### src/rtl/rtc_pwroff_pkg.sv
package rtc_pwroff_pkg;
  localparam int FIELD_W   = 8;
  localparam int NFIELD    = 6;
  localparam int ADDR_W    = 8;
  localparam int DATA_W    = 32;
  localparam int TGT_BASE  = 32'h80;
  localparam int TGT_STEP  = 4;
  localparam int PCTL_OFS  = 32'h98;
  localparam int STS_OFS   = 32'h44;
  localparam int IEN_OFS   = 32'h48;
  localparam int PCTL_BIT  = 16;
  localparam int IEN_BIT   = 4;
  localparam int STS_BIT   = 7;

  typedef enum logic [2:0] {
    F_SEC = 3'd0, F_MIN = 3'd1, F_HOUR = 3'd2,
    F_DAY = 3'd3, F_MON = 3'd4, F_YEAR = 3'd5
  } field_e;
endpackage

### src/rtl/rtc_a2_regs.sv
module rtc_a2_regs
  import rtc_pwroff_pkg::*;
#(
  parameter int NF  = NFIELD,
  parameter int FW  = FIELD_W,
  parameter int AW  = ADDR_W,
  parameter int SW  = DATA_W / 8
) (
  input  logic             clk,
  input  logic             rst,
  input  logic             wr,
  input  logic [AW-1:0]    addr,
  input  logic [FW-1:0]    wbyte,
  input  logic             wbit_pctl,
  input  logic             wbit_ien,
  input  logic [SW-1:0]    wstrb,
  output logic [NF*FW-1:0] target_o,
  output logic             pctl_o,
  output logic             ien_o,
  output logic             ien_d_o
);
  localparam int PCTL_LANE = PCTL_BIT / 8;

  logic pctl_q, ien_q;

  generate
    for (genvar i = 0; i < NF; i++) begin : g_tgt
      logic [FW-1:0] byte_q;
      logic          hit;
      assign hit = wr && wstrb[0] && (addr == AW'(TGT_BASE + TGT_STEP * i));
      always_ff @(posedge clk) begin
        if (rst)      byte_q <= '0;
        else if (hit) byte_q <= wbyte;
      end
      assign target_o[i*FW +: FW] = byte_q;
    end
  endgenerate

  always_comb begin
    ien_d_o = ien_q;
    if (wr && (wstrb == {SW{1'b1}}) && (addr == AW'(IEN_OFS)))
      ien_d_o = wbit_ien;
  end

  always_ff @(posedge clk) begin
    if (rst) begin
      pctl_q <= 1'b0;
      ien_q  <= 1'b0;
    end else begin
      ien_q <= ien_d_o;
      if (wr && wstrb[PCTL_LANE] && (addr == AW'(PCTL_OFS)))
        pctl_q <= wbit_pctl;
    end
  end

  assign pctl_o = pctl_q;
  assign ien_o  = ien_q;
endmodule

### src/rtl/rtc_a2_match.sv
module rtc_a2_match
  import rtc_pwroff_pkg::*;
#(
  parameter int NF = NFIELD,
  parameter int FW = FIELD_W
) (
  input  logic             tick,
  input  logic [NF*FW-1:0] target,
  input  logic [NF*FW-1:0] now,
  output logic             hit_o
);
  logic [NF-1:0] eq;

  generate
    for (genvar i = 0; i < NF; i++) begin : g_cmp
      assign eq[i] = (target[i*FW +: FW] == now[i*FW +: FW]);
    end
  endgenerate

  assign hit_o = tick && (&eq);
endmodule

### src/rtl/rtc_a2_pwr.sv
module rtc_a2_pwr (
  input  logic clk,
  input  logic rst,
  input  logic hit,
  input  logic clr,
  input  logic pctl,
  input  logic ien_d,
  output logic sts_o,
  output logic irq_o,
  output logic pwr_en_o
);
  logic sts_q, sts_d, irq_q, pwr_q;

  assign sts_d = hit | (sts_q & ~clr);

  always_ff @(posedge clk) begin
    if (rst) begin
      sts_q <= 1'b0;
      irq_q <= 1'b0;
      pwr_q <= 1'b1;
    end else begin
      sts_q <= sts_d;
      irq_q <= sts_d & ien_d;
      if (hit && pctl) pwr_q <= 1'b0;
    end
  end

  assign sts_o    = sts_q;
  assign irq_o    = irq_q;
  assign pwr_en_o = pwr_q;
endmodule

### src/rtl/rtc_pwroff_ctrl.sv
module rtc_pwroff_ctrl
  import rtc_pwroff_pkg::*;
#(
  parameter int NF = NFIELD,
  parameter int FW = FIELD_W,
  parameter int AW = ADDR_W,
  parameter int DW = DATA_W
) (
  input  logic             clk,
  input  logic             rst,
  input  logic             reg_wr,
  input  logic             reg_rd,
  input  logic [AW-1:0]    reg_addr,
  input  logic [DW-1:0]    reg_wdata,
  input  logic [DW/8-1:0]  reg_wstrb,
  output logic [DW-1:0]    reg_rdata,
  input  logic             sec_tick,
  input  logic [NF*FW-1:0] time_now,
  output logic             irq_o,
  output logic             pwr_en_o
);
  localparam int SW = DW / 8;

  logic [NF*FW-1:0] target;
  logic             ctrl_q, ien_q, ien_d, sts_q, hit, clr;
  logic [DW-1:0]    rdata_q, rdata_d;
  logic             unused_wdata;

  assign unused_wdata = ^reg_wdata;

  rtc_a2_regs #(.NF(NF), .FW(FW), .AW(AW), .SW(SW)) u_regs (
    .clk(clk), .rst(rst), .wr(reg_wr), .addr(reg_addr),
    .wbyte(reg_wdata[FW-1:0]), .wbit_pctl(reg_wdata[PCTL_BIT]),
    .wbit_ien(reg_wdata[IEN_BIT]), .wstrb(reg_wstrb),
    .target_o(target), .pctl_o(ctrl_q), .ien_o(ien_q), .ien_d_o(ien_d)
  );

  rtc_a2_match #(.NF(NF), .FW(FW)) u_match (
    .tick(sec_tick), .target(target), .now(time_now), .hit_o(hit)
  );

  assign clr = reg_wr && reg_wstrb[STS_BIT/8] && reg_wdata[STS_BIT] &&
               (reg_addr == AW'(STS_OFS));

  rtc_a2_pwr u_pwr (
    .clk(clk), .rst(rst), .hit(hit), .clr(clr), .pctl(ctrl_q),
    .ien_d(ien_d), .sts_o(sts_q), .irq_o(irq_o), .pwr_en_o(pwr_en_o)
  );

  always_comb begin
    rdata_d = '0;
    if (reg_addr == AW'(STS_OFS))  rdata_d[STS_BIT]  = sts_q;
    if (reg_addr == AW'(IEN_OFS))  rdata_d[IEN_BIT]  = ien_q;
    if (reg_addr == AW'(PCTL_OFS)) rdata_d[PCTL_BIT] = ctrl_q;
    for (int i = 0; i < NF; i++)
      if (reg_addr == AW'(TGT_BASE + TGT_STEP * i))
        rdata_d[FW-1:0] = target[i*FW +: FW];
  end

  always_ff @(posedge clk) begin
    if (rst)         rdata_q <= '0;
    else if (reg_rd) rdata_q <= rdata_d;
  end

  assign reg_rdata = rdata_q;
endmodule

### config.mk
export PLATFORM = sky130hd
export DESIGN_NAME = rtc_pwroff_ctrl
export DESIGN_NICKNAME = d
export VERILOG_FILES = /design/src/rtl/rtc_pwroff_pkg.sv /design/src/rtl/rtc_a2_regs.sv /design/src/rtl/rtc_a2_match.sv /design/src/rtl/rtc_a2_pwr.sv /design/src/rtl/rtc_pwroff_ctrl.sv
export SDC_FILE = /design/constraint.sdc
export NUM_CORES = 1
export LEC_CHECK = 0
export ABC_AREA = 1
export ABC_CLOCK_PERIOD_IN_PS = 1090
export BUFFER_PORTS_ARGS = -buffer_cell sky130_fd_sc_hd__clkbuf_2
export CAP_MARGIN = 20
export CORE_MARGIN = 5
export CORE_UTILIZATION = 45
export DETAILED_ROUTE_END_ITERATION = 6
export GPL_TIMING_DRIVEN = 0
export HOLD_SLACK_MARGIN = 0.02
export PLACE_DENSITY = 0.74
export RECOVER_POWER = 50
export SKIP_LAST_GASP = 1
export SYNTH_ARGS = -nofsm -noshare
export SYNTH_HDL_FRONTEND = slang
export SYNTH_HIERARCHICAL = 1
export SYNTH_SLANG_ARGS = --single-unit
### constraint.sdc
create_clock -name clk -period 1.09 [get_ports clk]
set_input_delay 0.109 -clock clk [delete_from_list [all_inputs] [get_ports clk]]
set_output_delay 0.109 -clock clk [all_outputs]
set_load 0.005 [all_outputs]
Yosys cells after proc, flatten, opt, wreduce, memory -nomap -nowiden:

Cells that the tools add are included.

* logic and storage cells: 58
* register bits after elaboration: 62
* bits of input ports: 97
* output and inout port bits: 34

* multiplexer cells: 10
* reductions and logical operators: 16
* equality and inequality tests: 16
* bitwise gates (word level): 4

Operators with widths (count)
* equality test 8 bit, second input constant: 7
* equality test 8 bit: 6
* two-way mux 8 bit: 6
* equality test 8 x 7 -> 1 bit, second input constant: 2
* logical AND 1 bit: 15
* AND reduction 6 bit: 1
* equality test 4 bit, second input constant: 1
* two-way mux 1 bit: 4
* AND 1 bit: 2
* inverter 1 bit: 1
* bitwise OR 1 bit: 1

Depth between registers and ports, before layout:

Gate-level depths: netlist of the first run.

* word-level depth: 8
* depth in mapped cells: 13
* gate-level depth less buffers: 13

By module:

The synthesis of the first run kept the hierarchy.

Modules (own cells, without submodules)
* rtc_a2_regs: cells an instance 324, instances 1, area an instance 2233.4 um^2
* rtc_pwroff_ctrl: cells an instance 191, instances 1, area an instance 1106.1 um^2
* rtc_a2_match: cells an instance 202, instances 1, area an instance 835.8 um^2
* rtc_a2_pwr: cells an instance 12, instances 1, area an instance 101.3 um^2

Worst setup path before layout of the first run:

OpenSTA, ideal clock, no wires.

* path kind: reg-to-reg
* start: register u_regs.g_tgt[5].byte_q[2]
* end: register u_pwr.pwr_q (netlist: u_pwr/pwr_en_o)
* period minus slack after synthesis: 1.201 ns
* stages on the path, launching flop included: 11
* path slack: -0.111 ns
* path buffers: 0
* data arrival time: 1.087 ns
* cells stage by stage: dfxtp_1 -> inv_1 -> nand2_1 -> o21ai_1 -> nor2_2 -> nand2_1 -> nor2_1 -> nand3_1 -> nor2_1 -> nand2_1 -> a21o_1

* word-level cells in the longest chain between the ends: 4

Ends and longest elaborated chain
* start: declaration: RTL line rtc_a2_regs.sv:28 `logic [FW-1:0] byte_q;`
* start signal: assignment: RTL line rtc_a2_regs.sv:33 `else if (hit) byte_q <= wbyte;`
* equality test 8 bit: RTL line rtc_a2_match.sv:16 `assign eq[i] = (target[i*FW +: FW] == now[i*FW +: FW]);`
* AND reduction 6 bit: RTL line rtc_a2_match.sv:20 `assign hit_o = tick && (&eq);`
* logical AND 1 bit: RTL line rtc_a2_match.sv:20
* net hit: RTL line rtc_pwroff_ctrl.sv:25 `logic ctrl_q, ien_q, ien_d, sts_q, hit, clr;`
* logical AND 1 bit: RTL line rtc_a2_pwr.sv:24 `if (hit && pctl) pwr_q <= 1'b0;`
* end signal: assignment: RTL line rtc_a2_pwr.sv:20 `pwr_q <= 1'b1;`
* end signal: assignment: RTL line rtc_a2_pwr.sv:24
* end: declaration: RTL line rtc_a2_pwr.sv:12 `logic sts_q, sts_d, irq_q, pwr_q;`

The timed path passes the listed nets, and every way through them passes these cells.
A chain may end at the register's enable or synchronous reset.

Worst setup path in the final report of the first run:

* start: register u_regs.g_tgt[0].byte_q[4]
* end: register u_pwr.pwr_q (netlist: u_pwr/pwr_en_o)

* word-level cells in the longest chain between the ends: 4

Ends and longest elaborated chain (RTL line)
* start: declaration: rtc_a2_regs.sv:28
* start signal: assignment: rtc_a2_regs.sv:33
* equality test 8 bit: rtc_a2_match.sv:16
* AND reduction 6 bit: rtc_a2_match.sv:20
* logical AND 1 bit: rtc_a2_match.sv:20
* net hit: rtc_pwroff_ctrl.sv:25
* logical AND 1 bit: rtc_a2_pwr.sv:24

The timed path passes the listed nets, and every way through them passes these cells.

==> impl_metrics.env, run 1 <==
export IMPL_status="finished with violations"
export IMPL_violations="negative setup slack"
export IMPL_hold_path_depth=5
export IMPL_path_class="reg2reg"
export IMPL_clk_pin_slew_ns=0.08
export IMPL_fin_crit_sh=1.40
export IMPL_layout_common_cells="nand2_1 (182), nor2_1 (145), inv_1 (89)"
export IMPL_use_met1=0.284
export IMPL_critical_path_reg2reg_endpoint="u_pwr/pwr_en_o$_SDFFE_PP1P_"
export IMPL_hpwl_um=10100
export IMPL_ys_flop_type="dfxtp_1"
export IMPL_post_place_ws_ns=-0.635
export IMPL_yosys_warnings=6
export IMPL_ioPinCount=131
export IMPL_pwr_share_clk=0.440
export IMPL_critPathCaptureType="flop"
export IMPL_cts_tree="done"
export IMPL_worstPathRequired_ns=1.34
export IMPL_p_leak_uw=0.00269
export IMPL_rsz0062_at_grt="yes"
export IMPL_power_share_combinational=0.140
export IMPL_setup_tns_ns=-1.16
export IMPL_drc=0
export IMPL_gp_congestion=0.902
export IMPL_crit_fanout=4
export IMPL_num_antenna_cells=0
export IMPL_p_switching_uw=1460
export IMPL_top_usage_layer="met2"
export IMPL_die_height_um=107
export IMPL_die_w_um=107
export IMPL_p_int_uw=3930
export IMPL_tightest_slew_ns=0.580
export IMPL_vias=4802
export IMPL_reg2reg_from="u_regs/g_tgt[0].byte_q[4]$_SDFFE_PP0P_"
export IMPL_drtAntennaViolNets=0
export IMPL_areaGrowthSynthToFinish_pct=27.7
export IMPL_clock_path_buffers=2
export IMPL_startpoint="u_regs/g_tgt[0].byte_q[4]$_SDFFE_PP0P_"
export IMPL_grt_pass1_wl_um=20300
export IMPL_power_uw=5380
export IMPL_grt_use_total=0.225
export IMPL_wl_um=13200
export IMPL_grt_max_degree=13
export IMPL_fmax_ghz=0.655
export IMPL_drive_gt1_frac=0.291
export IMPL_cp_arrival_ns=1.77
export IMPL_mostFrequentLayoutCell="nand2_1"
export IMPL_finalHoldViolations=0
export IMPL_synth_edff_count=0
export IMPL_relSlewSlack=0.613
export IMPL_htree_levels=3
export IMPL_start_util=0.463
export IMPL_vdd_drop_max_mv=0.631
export IMPL_switching_share=0.270
export IMPL_grt_use_met3=0.0378
export IMPL_min_period_ns=1.53
export IMPL_maxCapViolCount=0
export IMPL_netlist_area_mm2=0.00428
export IMPL_overflow=0
export IMPL_gr_usage_met2=0.380
export IMPL_rows=35
export IMPL_hold_path_class="in2reg"
export IMPL_power_per_cell_area_mw_per_mm2=986
export IMPL_die_area_mm2=0.0116
export IMPL_dr_pass1_iters=6
export IMPL_drt_iter0_markers=468
export IMPL_seqPwrFrac=0.420
export IMPL_grt_pass1_vias=4235
export IMPL_startpoint_type="flop"
export IMPL_regToRegSetupSlack_ns=-0.44
export IMPL_cts_root_buf="clkbuf_8"
export IMPL_clk_latency_ns=0.35
export IMPL_layout_nets=958
export IMPL_finalSetupViolations=3
export IMPL_setup_ws_ns=-0.436
export IMPL_via_per_inst=4.83
export IMPL_post_route_util=0.591
export IMPL_ys_types=29
export IMPL_cts_sinks=62
export IMPL_cts_buffers=9
export IMPL_numPortBuffers=84
export IMPL_fin_skew_ns=0.00819
export IMPL_wl_per_cell_um=13.3
export IMPL_ys_seq_elements=62
export IMPL_critPathCapture="u_pwr/pwr_en_o$_SDFFE_PP1P_"
export IMPL_r2r_cells=11
export IMPL_syn_avg_cell_area_um2=5.87
export IMPL_core_area_mm2=0.00924
export IMPL_hp_start="reg_wdata[16]"
export IMPL_drv_slew=0
export IMPL_grt_antenna_before_repair=0
export IMPL_yosysSeqAreaShare=0.290
export IMPL_synth_async_reset_ratio=0
export IMPL_syn_instance_count=729
## power by group through the flow
stage	combinational [uW]	clock, uW	sequential (uW)
2_1_floorplan	421	0	2330
6_report	756	2370	2260
4_1_cts	698	2390	2270
5_1_grt	838	2470	2260
3_5_place_dp	687	0	2330
3_3_place_gp	684	0	2330
## worst min path at each step
stage | endpoint
finish | u_regs/pctl_o$_SDFFE_PP0P_
CTS | u_regs/pctl_o$_SDFFE_PP0P_
detailed placement | u_pwr/irq_o$_SDFF_PP0_
floorplan | u_pwr/irq_o$_SDFF_PP0_
global route | u_regs/pctl_o$_SDFFE_PP0P_
global placement | u_pwr/irq_o$_SDFF_PP0_
## final cells by class
type	count	area, um2
buffer	37	258
timing repair buffer	98	543
multi-input combinational	542	2550
inverter	111	427
tap	129	161
clock buffer	10	138
clock inverter	6	92.6
sequential	62	1290
fill	934	3780
## state kept, by name, summed over array words and instances (netlist names)
name,cells
u_regs/pctl_o,1
u_regs/g_tgt.byte_q,48
u_pwr/pwr_en_o,1
u_pwr/sts_o,1
u_regs/ien_o,1
u_pwr/irq_o,1
reg_rdata,9
## stage by stage
stage	hold slack, ns	std cells	area [um2]
2_1_floorplan	0.170	751	4380
3_3_place_gp	0.356	964	4960
3_5_place_dp	0.358	964	4960
4_1_cts	0.0829	986	5280
5_1_grt	0.176	995	5460
6_report	0.0931	995	5460
## synth_stat cells (2+ instances only)
cell	number	area (um2)
o21ai_1	12	60.1
xnor2_1	3	26.3
inv_1	96	360
nand4_1	6	37.5
buf_2	5	25.0
a21oi_2	4	35.0
o21ai_0	22	110
nand3_1	75	375
o2111ai_1	2	17.5
nand3_2	2	20.0
buf_6	4	45.0
buf_1	5	18.8
nor2_2	8	50.1
nor2_4	13	146
nor2_1	151	567
xor2_1	3	26.3
nand2_2	12	75.1
dfxtp_1	62	1240
a21oi_1	7	35.0
buf_4	23	173
inv_2	14	52.6
nand2_1	193	724
## cells by family (layout without fill, tap and decap cells)
family,Yosys count,after routing,share of synthesized area
simple gates,463,464,0.474
buf+inv,148,262,0.159
flops,62,62,0.290
compound gates,49,49,0.0638
xor+xnor,6,6,0.0123
other cells,1,23,0.000877
## worst max-delay path: stages, from the launching register on
cell,delay (ns)
dfxtp_4,0.37
inv_2,0.04
nand2_1,0.04
nand2_1,0.05
nand2_1,0.06
nor2_2,0.14
nand2_4,0.08
nor2_4,0.12
nand3_2,0.09
nor2_4,0.21
nand2_2,0.07
a21o_1,0.17
## repair_timing
item,4_1_cts,5_1_grt
resized for setup,19,55
setup endpoints to repair,3,10
hold buffers,2,0
buffers inserted,4,7
pin swaps,11,34
cloned,0,2
hold endpoints to repair,3,0
## metal layers
metal,part of all wire,up-vias
met5,0,-
met4,0.029,0
met3,0.092,37
met2,0.46,232
met1,0.42,2087
li1,-,2446
Power figures use the tool's default switching activity.
==> inputs of run 2 (changes only) <==
--- a/config.mk
+++ b/config.mk
@@ -9,3 +9,2 @@
 export ABC_CLOCK_PERIOD_IN_PS = 1090
-export BUFFER_PORTS_ARGS = -buffer_cell sky130_fd_sc_hd__clkbuf_2
 export CAP_MARGIN = 20
@@ -14,5 +13,5 @@
 export DETAILED_ROUTE_END_ITERATION = 6
+export DONT_BUFFER_PORTS = 1
 export GPL_TIMING_DRIVEN = 0
 export HOLD_SLACK_MARGIN = 0.02
-export PLACE_DENSITY = 0.74
 export RECOVER_POWER = 50
==> constraint.sdc (replaced) <==
create_clock -name clk -period 1.09 [get_ports clk]
set_input_delay 0.0545 -clock clk [delete_from_list [all_inputs] [get_ports clk]]
set_output_delay 0.0545 -clock clk [all_outputs]
set_load 0.005 [all_outputs]
==> impl_metrics.env, run 2 (same netlist as run 1, synthesis figures left out) <==
export IMPL_ioPinCount=131
export IMPL_setup_tns_ns=-1.27
export IMPL_core_area_mm2=0.00924
export IMPL_vdd_drop_max_mv=0.551
export IMPL_vias=4451
export IMPL_status="finished with violations"
export IMPL_setup_ws_ns=-0.452
export IMPL_grt_pass1_vias=4175
export IMPL_crit_fanout=3
export IMPL_fmax_ghz=0.648
export IMPL_rsz0062_at_grt="yes"
export IMPL_numPortBuffers=0
export IMPL_cts_buffers=9
export IMPL_largest_register_ffs=48
export IMPL_grt_antenna_before_repair=0
export IMPL_fin_hold_ws_ns=0.0211
export IMPL_cts_root_buf="clkbuf_8"
export IMPL_final_cells=913
export IMPL_dr_pass1_iters=5
export IMPL_use_met1=0.328
export IMPL_violations="negative setup slack"
export IMPL_via_per_inst=4.88
export IMPL_regToRegSetupSlack_ns=-0.45
export IMPL_num_antenna_cells=0
export IMPL_regMostFlops="u_regs/g_tgt.byte_q"
export IMPL_hold_path_depth=4
export IMPL_clk_latency_ns=0.35
export IMPL_min_period_ns=1.54
export IMPL_power_per_cell_area_mw_per_mm2=1030
export IMPL_path_class="reg2reg"
export IMPL_relSlewSlack=0.545
export IMPL_layout_nets=876
export IMPL_power_uw=5150
export IMPL_mostFrequentLayoutCell="nand2_1"
export IMPL_tightest_slew_ns=0.680
export IMPL_fill_cells=963
export IMPL_fin_skew_ns=0.00821
export IMPL_cts_sinks=62
export IMPL_p_leak_uw=0.00230
export IMPL_maxCapViolCount=0
export IMPL_areaGrowthSynthToFinish_pct=17.1
export IMPL_htree_levels=3
export IMPL_wl_per_cell_um=15.3
export IMPL_grt_use_met3=0.0498
export IMPL_hpwl_um=11200
export IMPL_drtAntennaViolNets=0
export IMPL_gr_usage_met2=0.399
export IMPL_drt_iter0_markers=311
export IMPL_dp_cells=880
export IMPL_hp_start="reg_wstrb[2]"
export IMPL_rows=35
export IMPL_cp_arrival_ns=1.78
export IMPL_grt_max_degree=13
export IMPL_die_area_mm2=0.0116
export IMPL_whs_endpoint="u_regs/pctl_o$_SDFFE_PP0P_"
export IMPL_worstPathRequired_ns=1.33
export IMPL_critical_path_reg2reg_endpoint="u_pwr/pwr_en_o$_SDFFE_PP1P_"
export IMPL_top_usage_layer="met2"
export IMPL_overflow=0
export IMPL_cts_tree="done"
export IMPL_start_util=0.463
export IMPL_post_route_util=0.542
export IMPL_critPathCaptureType="flop"
export IMPL_grt_pass1_wl_um=21600
export IMPL_die_w_um=107
export IMPL_finalSetupViolations=4
export IMPL_finalHoldViolations=0
export IMPL_grt_use_total=0.243
export IMPL_drive_gt1_frac=0.217
export IMPL_drc=0
export IMPL_die_height_um=107
export IMPL_hold_path_class="in2reg"
export IMPL_startpoint_type="flop"
export IMPL_fin_crit_sh=1.41
export IMPL_clock_path_buffers=2
export IMPL_clk_pin_slew_ns=0.08
export IMPL_gp_congestion=0.996
export IMPL_r2r_cells=7
export IMPL_reg2reg_from="u_regs/g_tgt[5].byte_q[7]$_SDFFE_PP0P_"
export IMPL_drv_slew=0
export IMPL_layout_common_cells="nand2_1 (187), nor2_1 (145), inv_1 (92)"
export IMPL_wl_um=13900
run 2: final cells by class:
cell class / count / area [um2] / area share
multi-input combinational: 541 / 2510 / 0.501
sequential: 62 / 1290 / 0.257
inverter: 111 / 418 / 0.0835
buffer: 37 / 255 / 0.0510
tap: 129 / 161 / 0.0322
timing repair buffer: 17 / 154 / 0.0307
clock buffer: 9 / 124 / 0.0247
clock inverter: 7 / 97.6 / 0.0195
run 2: where the power goes:
part / leakage [uW] / total [uW] / internal [uW] / switching [uW]
sequential: 0.000517 / 2270 / 2260 / 6.50
clock: 0.000106 / 2320 / 1290 / 1030
combinational: 0.00168 / 564 / 205 / 360
run 2: routing by layer:
metal / part of all wire / vias up / wire length [um]
met5: 0 / - / 0
met4: 0.019 / 0 / 261
met3: 0.071 / 18 / 991
met2: 0.46 / 141 / 6370
met1: 0.45 / 2011 / 6310
li1: - / 2281 / -
run 2: worst max path at each step:
stage	start	end	slack [ns]	cells after the start
after floorplan	u_regs/g_tgt[5].byte_q[5]$_SDFFE_PP0P_	u_pwr/pwr_en_o$_SDFFE_PP1P_	-0.09	11
after global placement	u_regs/g_tgt[0].byte_q[4]$_SDFFE_PP0P_	u_pwr/irq_o$_SDFF_PP0_	-0.62	12
after detailed placement	u_regs/g_tgt[0].byte_q[4]$_SDFFE_PP0P_	u_pwr/irq_o$_SDFF_PP0_	-0.65	12
after CTS	u_regs/g_tgt[0].byte_q[0]$_SDFFE_PP0P_	u_pwr/pwr_en_o$_SDFFE_PP1P_	-0.39	10
after global routing	u_regs/g_tgt[5].byte_q[7]$_SDFFE_PP0P_	u_pwr/pwr_en_o$_SDFFE_PP1P_	-0.53	7
final	u_regs/g_tgt[5].byte_q[7]$_SDFFE_PP0P_	u_pwr/pwr_en_o$_SDFFE_PP1P_	-0.45	7
run 2: what timing repair did:
item                                    4_1_cts  5_1_grt
endpoints found under the setup margin        6       11
setup buffers                                 9        2
endpoints found under the hold margin         9        0
resized for setup                            29       36
hold buffers                                  6        0
pin swaps                                    12       30
run 2: critical path, cell delays in order (launching register included):
cell,delay (ns)
dfxtp_1,0.33
xnor2_1,0.24
nand3_1,0.20
nor2_4,0.15
nand3_2,0.09
nor2_4,0.20
nand2_2,0.07
a21o_1,0.15
run 2: stage by stage:
| step | worst slack, ns | instance area, um2 |
|---|---|---|
| finish | -0.452 | 5010 |
| global route | -0.533 | 5010 |
| CTS | -0.392 | 4940 |
| detailed placement | -0.651 | 4540 |
| floorplan | -0.0851 | 4380 |
| global placement | -0.624 | 4540 |
